**src/rtl/fes_pkg.sv**
```systemverilog
package fes_pkg;
  localparam int DQ_W = 8;

  localparam logic [DQ_W-1:0] CMD_ERASE  = 8'h20;
  localparam logic [DQ_W-1:0] CMD_VERIFY = 8'hA0;
  localparam logic [DQ_W-1:0] CMD_ABORT  = 8'hFF;
  localparam logic [DQ_W-1:0] BLANK_BYTE = 8'hFF;

  typedef enum logic [3:0] {
    SQ_IDLE, SQ_ERA1, SQ_ERA2, SQ_PULSE, SQ_VFY,
    SQ_RECOV, SQ_READ, SQ_ABT1, SQ_ABT2
  } seq_state_t;

  typedef enum logic [1:0] {
    BP_IDLE, BP_SETUP, BP_STROBE, BP_HOLD
  } bus_phase_t;
endpackage

```
**src/rtl/fes_wait_timer.sv**
```systemverilog
module fes_wait_timer #(
  parameter int W = 8
) (
  input  logic         clk,
  input  logic         rst_n,
  input  logic         load,
  input  logic [W-1:0] load_val,
  output logic         expired
);
  logic [W-1:0] cnt;

  always_ff @(posedge clk or negedge rst_n) begin
    if (!rst_n)          cnt <= '0;
    else if (load)       cnt <= load_val;
    else if (cnt != '0)  cnt <= cnt - 1'b1;
  end

  assign expired = (cnt == '0);
endmodule

```
**src/rtl/fes_bus_cycle.sv**
```systemverilog
module fes_bus_cycle
  import fes_pkg::*;
#(
  parameter int ADDR_W     = 17,
  parameter int STROBE_CYC = 3
) (
  input  logic              clk,
  input  logic              rst_n,
  input  logic              go,
  input  logic              wr,
  input  logic [ADDR_W-1:0] addr_i,
  input  logic [DQ_W-1:0]   wdata_i,
  input  logic [DQ_W-1:0]   dq_in,
  output logic              ce_n,
  output logic              oe_n,
  output logic              we_n,
  output logic [ADDR_W-1:0] addr_o,
  output logic [DQ_W-1:0]   dq_out,
  output logic              dq_oe,
  output logic [DQ_W-1:0]   rdata,
  output logic              fin
);
  localparam int SC_W = $clog2(STROBE_CYC + 1);

  bus_phase_t        phase;
  logic [SC_W-1:0]   scnt;
  logic              wr_q;
  logic [ADDR_W-1:0] addr_q;
  logic [DQ_W-1:0]   wdat_q;

  always_ff @(posedge clk or negedge rst_n) begin
    if (!rst_n) begin
      phase  <= BP_IDLE;
      scnt   <= '0;
      wr_q   <= 1'b0;
      addr_q <= '0;
      wdat_q <= '0;
      rdata  <= '0;
      fin    <= 1'b0;
    end else begin
      fin <= 1'b0;
      case (phase)
        BP_IDLE: if (go) begin
          wr_q   <= wr;
          addr_q <= addr_i;
          wdat_q <= wdata_i;
          phase  <= BP_SETUP;
        end
        BP_SETUP: begin
          scnt  <= SC_W'(STROBE_CYC - 1);
          phase <= BP_STROBE;
        end
        BP_STROBE: begin
          if (scnt == '0) begin
            if (!wr_q) rdata <= dq_in;
            phase <= BP_HOLD;
          end else begin
            scnt <= scnt - 1'b1;
          end
        end
        default: begin
          phase <= BP_IDLE;
          fin   <= 1'b1;
        end
      endcase
    end
  end

  assign ce_n   = (phase == BP_IDLE);
  assign we_n   = !((phase == BP_STROBE) && wr_q);
  assign oe_n   = !((phase == BP_STROBE) && !wr_q);
  assign dq_oe  = wr_q && (phase != BP_IDLE);
  assign addr_o = addr_q;
  assign dq_out = wdat_q;
endmodule

```
**src/rtl/fes_chip_erase.sv**
```systemverilog
module fes_chip_erase
  import fes_pkg::*;
#(
  parameter int ADDR_W     = 17,
  parameter int CLK_HZ     = 50_000_000,
  parameter int ERASE_US   = 10_000,
  parameter int RECOV_US   = 6,
  parameter int STROBE_CYC = 3,
  parameter int MAX_PULSES = 1000
) (
  input  logic              clk,
  input  logic              rst_n,
  input  logic              start,
  output logic              busy,
  output logic              done,
  output logic              fail,
  output logic [ADDR_W-1:0] fail_addr,
  output logic [ADDR_W-1:0] flash_addr,
  output logic [7:0]        flash_dq_out,
  output logic              flash_dq_oe,
  input  logic [7:0]        flash_dq_in,
  output logic              flash_ce_n,
  output logic              flash_oe_n,
  output logic              flash_we_n
);
  localparam int CYC_PER_US = (CLK_HZ + 999_999) / 1_000_000;
  localparam int ERASE_CYC  = (CYC_PER_US * ERASE_US < 1) ? 1 : CYC_PER_US * ERASE_US;
  localparam int RECOV_CYC  = (CYC_PER_US * RECOV_US < 1) ? 1 : CYC_PER_US * RECOV_US;
  localparam int TMR_MAX    = (ERASE_CYC > RECOV_CYC) ? ERASE_CYC : RECOV_CYC;
  localparam int TMR_W      = $clog2(TMR_MAX + 1);
  localparam int PC_W       = $clog2(MAX_PULSES + 1);

  seq_state_t        state;
  logic              pend;
  logic [ADDR_W-1:0] cur_addr;
  logic [PC_W-1:0]   pulses;

  logic              bus_go, bus_wr, bus_fin;
  logic [ADDR_W-1:0] bus_addr;
  logic [DQ_W-1:0]   bus_wdata, bus_rdata;
  logic              tmr_load, tmr_exp;
  logic [TMR_W-1:0]  tmr_val;
  logic              cmd_state;

  always_comb begin
    cmd_state = 1'b1;
    bus_wr    = 1'b1;
    bus_wdata = CMD_ERASE;
    bus_addr  = '0;
    case (state)
      SQ_ERA1, SQ_ERA2: bus_wdata = CMD_ERASE;
      SQ_VFY: begin
        bus_wdata = CMD_VERIFY;
        bus_addr  = cur_addr;
      end
      SQ_READ: begin
        bus_wr   = 1'b0;
        bus_addr = cur_addr;
      end
      SQ_ABT1, SQ_ABT2: bus_wdata = CMD_ABORT;
      default: cmd_state = 1'b0;
    endcase
  end

  assign bus_go   = cmd_state && !pend;
  assign tmr_load = bus_fin && ((state == SQ_ERA2) || (state == SQ_VFY));
  assign tmr_val  = (state == SQ_ERA2) ? TMR_W'(ERASE_CYC) : TMR_W'(RECOV_CYC);

  always_ff @(posedge clk or negedge rst_n) begin
    if (!rst_n) begin
      state     <= SQ_IDLE;
      pend      <= 1'b0;
      cur_addr  <= '0;
      pulses    <= '0;
      busy      <= 1'b0;
      done      <= 1'b0;
      fail      <= 1'b0;
      fail_addr <= '0;
    end else begin
      done <= 1'b0;
      if (bus_go) pend <= 1'b1;
      case (state)
        SQ_IDLE: if (start) begin
          busy     <= 1'b1;
          fail     <= 1'b0;
          cur_addr <= '0;
          pulses   <= '0;
          state    <= SQ_ERA1;
        end
        SQ_PULSE: if (tmr_exp) state <= SQ_VFY;
        SQ_RECOV: if (tmr_exp) state <= SQ_READ;
        default: if (bus_fin) begin
          pend <= 1'b0;
          case (state)
            SQ_ERA1: state <= SQ_ERA2;
            SQ_ERA2: begin
              pulses <= pulses + 1'b1;
              state  <= SQ_PULSE;
            end
            SQ_VFY:  state <= SQ_RECOV;
            SQ_READ: begin
              if (bus_rdata == BLANK_BYTE) begin
                if (cur_addr == {ADDR_W{1'b1}}) begin
                  busy  <= 1'b0;
                  done  <= 1'b1;
                  state <= SQ_IDLE;
                end else begin
                  cur_addr <= cur_addr + 1'b1;
                  state    <= SQ_VFY;
                end
              end else if (pulses == PC_W'(MAX_PULSES)) begin
                fail_addr <= cur_addr;
                state     <= SQ_ABT1;
              end else begin
                state <= SQ_ERA1;
              end
            end
            SQ_ABT1: state <= SQ_ABT2;
            default: begin
              busy  <= 1'b0;
              done  <= 1'b1;
              fail  <= 1'b1;
              state <= SQ_IDLE;
            end
          endcase
        end
      endcase
    end
  end

  fes_wait_timer #(.W(TMR_W)) u_tmr (
    .clk(clk), .rst_n(rst_n), .load(tmr_load), .load_val(tmr_val), .expired(tmr_exp)
  );

  fes_bus_cycle #(.ADDR_W(ADDR_W), .STROBE_CYC(STROBE_CYC)) u_bus (
    .clk(clk), .rst_n(rst_n), .go(bus_go), .wr(bus_wr), .addr_i(bus_addr),
    .wdata_i(bus_wdata), .dq_in(flash_dq_in), .ce_n(flash_ce_n), .oe_n(flash_oe_n),
    .we_n(flash_we_n), .addr_o(flash_addr), .dq_out(flash_dq_out), .dq_oe(flash_dq_oe),
    .rdata(bus_rdata), .fin(bus_fin)
  );
endmodule

```
**config.mk**
```make
export PLATFORM = sky130hd
export DESIGN_NAME = fes_chip_erase
export DESIGN_NICKNAME = d
export VERILOG_FILES = /design/src/rtl/fes_pkg.sv /design/src/rtl/fes_wait_timer.sv /design/src/rtl/fes_bus_cycle.sv /design/src/rtl/fes_chip_erase.sv
export SDC_FILE = /design/constraint.sdc
export NUM_CORES = 1
export LEC_CHECK = 0
export ABC_CLOCK_PERIOD_IN_PS = 2300
export BUFFER_PORTS_ARGS = -buffer_cell sky130_fd_sc_hd__buf_2
export CAP_MARGIN = 30
export CORE_UTILIZATION = 30
export DETAILED_ROUTE_END_ITERATION = 7
export PLACE_DENSITY_LB_ADDON = 0.3
export SLEW_MARGIN = 10
export SYNTH_ARGS = -nofsm -noshare
export SYNTH_HDL_FRONTEND = slang
export SYNTH_SLANG_ARGS = --single-unit
```
**constraint.sdc**
```tcl
create_clock -name clk -period 2.3 [get_ports clk]
set_input_delay 0.46 -clock clk [delete_from_list [all_inputs] [get_ports clk]]
set_output_delay 0.46 -clock clk [all_outputs]
set_load 0.02 [all_outputs]
```
==> results.toml <==
[status]
status = "finished with violations"
violations = "setup timing"

[die]
num_io_pins = 60
initial_utilization = 0.307
core-area_um2 = 17300
rows = 48
die-area_um2 = 18200
die_h_um = 135
die_x_um = 135

[routing]
drt_pre_antenna_iters = 4
wirelength_um = 13800
postRouteAntennaNets = 0
vias_per_cell = 5.11
avgRoutedWirePerCell_um = 15.8
drt_iter0_drc = 284
vias = 4459
drcViolationCount = 0

[cells_and_area]
drive_gt1_frac = 0.370
design_area_um2 = 7030
layout.cells.non_filler = 873
areaGrowthSynthToFinish_pct = 32.5
n_antenna_cell = 0
fin_nets = 665
num-fill-cells = 1703

[synthesis]
synth_top_area_share = 0.495
synth.ff_latch_count = 105
synth_area_leaders = "dfrtp_1 (50%), mux2_2 (5.9%), nand2_1 (4.5%)"
ys.flop_type = "dfrtp_1"
postSynthCellCount = 523
yosysSeqAreaShare = 0.495
async_flop_share = 1.00
netlist_area_um2 = 5310
ys_warn_count = 0
synth_fp_nets = 544
syn_area_per_cell_um2 = 10.1
synth_edf_count = 0
synth.distinct_cells = 59
yosysTopAreaCell = "dfrtp_1"

[global_routing]
track_usage = 0.159
grt_pass1_wl_um = 22600
overflow = 0
grt_max_degree = 45
grt_pass1_vias = 4450
antenna_found_initial = 0

[pwr]
pwr-share-comb = 0.427
power_frac_clock = 0.218
swShare = 0.366
power.switching_w = 0.00257
powerDensity_nw_per_um2 = 1000
power_w = 0.00703
p_seq_frac = 0.355
p_leak_nw = 3.10
vdd_ir_drop_max_mv = 0.536
p_int_w = 0.00446

[placed_design]
dp.cells = 846
dp_hpwl_um = 9560
place_area_um2 = 6350
gp_congestion = 0.835
pre_cts_slack_ps = -105
portBuffers = 59

[setup_path]
worstSetupEndpointType = "flop"
rr_endpoint = "cur_addr[12]"
slowest_stage = "or4_4"
cp_common_cell = "and3_4"
cp_cell_sequence = "and3_1 > and3_4 > and3_4 > and3_4 > ha_4 > inv_4 > a41oi_4 > buf_12 > or4_4 > a21oi_2"
crit_path_max_incr_delay_ps = 480
reg2reg_from = "cur_addr[11]"
cp_data_arrival_time_ps = 2690
worst-setup-path-type = "reg -> reg"
crit_fanout = 6
cp.required_ps = 2580
cp-start-kind = "flop"
rrSetupSlack_ps = -110
rr_worst_depth = 10

[clock_network]
cts_hold_buf = 0
clockBufferDepth = 2
cts-root-buf = "clkbuf_16"
clk_pin_slew_worst_paths_ps = 60
cts.sinks = 105
cts_inserted_buffers = 9
cts_tree = "yes"
htreeDepth = 3
worstSkewPairLatency_ps = 350

[sta]
fmaxAchievable_ghz = 0.415
setup_slack_ps = -108
tns_ps = -740
skew_ps = 4.77
setup_viol = 15
slew_viol_final = 0
rsz0062_at_grt = "yes"
slew_headroom = 0.688
hold_viol = 0
fin_crit_sh = 1.05
tightest_slew_ps = 469
finalCriticalPeriod_ps = 2410

[worst_hold_path]
hp-class = "in -> async"

[job]
maxCapViolCount = 0
what timing repair did:
action,in CTS,in global routing
gates resized for setup,16,40
endpoints found under the setup margin,14,55
buffers inserted,5,5
pin swaps,19,19
cloned,2,1
placed cells by master, fill, tap and decap left out, drive strengths merged, types with 5 or more instances in the layout:
master	netlist	routed
o21ai	37	37
or4	15	15
a21oi	31	31
o41ai	5	5
and3	6	6
nor2b	5	5
xor2	8	8
ha	10	10
nand2b	6	6
nand4b	5	5
nand3	14	14
or3	10	10
mux2	29	29
dfrtp	105	105
xnor2	11	11
nor2	25	25
nand4	7	7
mux2i	6	6
buf	20	139
nor3	14	14
o31ai	18	18
nand2	64	64
nor4	5	5
clkbuf	11	15
inv	15	15
worst max-delay path: cells and delay by family, from the launching register on:
| kind | cells | cell delay (ps) |
|---|---|---|
| DFF | 1 | 390 |
| AOI/OAI and AO/OA | 2 | 330 |
| adders and majority gates | 1 | 170 |
| buffers and inverters | 2 | 260 |
| and+or+nand+nor | 5 | 1190 |
stage by stage:
step	util	hold slack (ps)
2_1_floorplan	-	164
4_1_cts	0.393	57.0
5_1_grt	0.406	69.8
6_report	0.406	52.1
3_5_place_dp	0.367	440
3_3_place_gp	0.367	439
cell families after synthesis:
kind of cell | after synthesis | share of synthesized area
mux | 35 | 0.0728
fa+ha+maj | 10 | 0.0236
xor+xnor | 19 | 0.0314
compound gates | 113 | 0.133
buf+inv | 46 | 0.0424
flops | 105 | 0.495
simple gates | 195 | 0.202
flip-flops by register name (all words and copies together) (netlist names):
register      cells
u_bus.wr_q        1
fail_addr        17
done              1
fail              1
busy              1
cur_addr         17
u_bus.scnt        2
pend              1
pulses           10
u_bus.rdata       8
state             4
u_bus.dq_out      3
u_bus.phase       2
u_bus.addr_o     17
u_tmr.cnt        19
u_bus.fin         1
final cells by class:
class / instances / area, um2 / area share
clock inverter: 2 / 38.8 / 0.00552
sequential: 105 / 2630 / 0.374
inverter: 15 / 58.8 / 0.00836
clock buffer: 13 / 250 / 0.0356
timing repair buffer: 141 / 1050 / 0.150
multi-input combinational: 372 / 2720 / 0.387
tap: 225 / 282 / 0.0400
power by group through the flow:
stage | Clock (W) | Combinational [W] | Sequential, W
6_report | 0.00153 | 0.00300 | 0.00249
5_1_grt | 0.00166 | 0.00327 | 0.00254
3_3_place_gp | 0 | 0.00241 | 0.00250
4_1_cts | 0.00158 | 0.00274 | 0.00249
2_1_floorplan | 0 | 0.00151 | 0.00249
3_5_place_dp | 0 | 0.00249 | 0.00251
cell usage after synthesis, types with 3 or more instances:
| master | count |
|---|---|
| inv_1 | 15 |
| nand4b_1 | 5 |
| ha_1 | 10 |
| nand2b_1 | 6 |
| or4_1 | 14 |
| mux2_2 | 28 |
| o41ai_1 | 5 |
| clkbuf_1 | 11 |
| o21ai_0 | 34 |
| o21ai_1 | 3 |
| nor2_1 | 25 |
| buf_4 | 7 |
| nand3b_1 | 4 |
| a21oi_1 | 30 |
| and3_1 | 6 |
| dfrtp_1 | 105 |
| nand3_1 | 14 |
| buf_2 | 9 |
| and2_1 | 3 |
| nand2_1 | 64 |
| a31oi_1 | 4 |
| nor2b_1 | 5 |
| nor4_1 | 3 |
| o31ai_1 | 18 |
| nor3_1 | 13 |
| xor2_1 | 8 |
| xnor2_1 | 11 |
| or3_1 | 10 |
| nand4_1 | 7 |
| mux2i_1 | 6 |
| a211oi_1 | 3 |
worst max path at each step:
stage | from | endpoint | slack [ps] | cells after the start
detailed placement | cur_addr[8] | cur_addr[6] | -100 | 10
global route | u_tmr.cnt[1] | u_tmr.cnt[18] | -160 | 7
CTS | cur_addr[5] | cur_addr[12] | -110 | 10
global placement | u_tmr.cnt[0] | u_tmr.cnt[18] | -30 | 7
finish | cur_addr[11] | cur_addr[12] | -110 | 10
floorplan | u_tmr.cnt[1] | state[1] | -50 | 7
routing by layer:
layer,track usage,wire [um]
met5,0,0
met4,0.0649,235
met3,0.0285,568
met2,0.247,6600
met1,0.218,6390
Note: power is estimated with default switching activity, not from simulation.
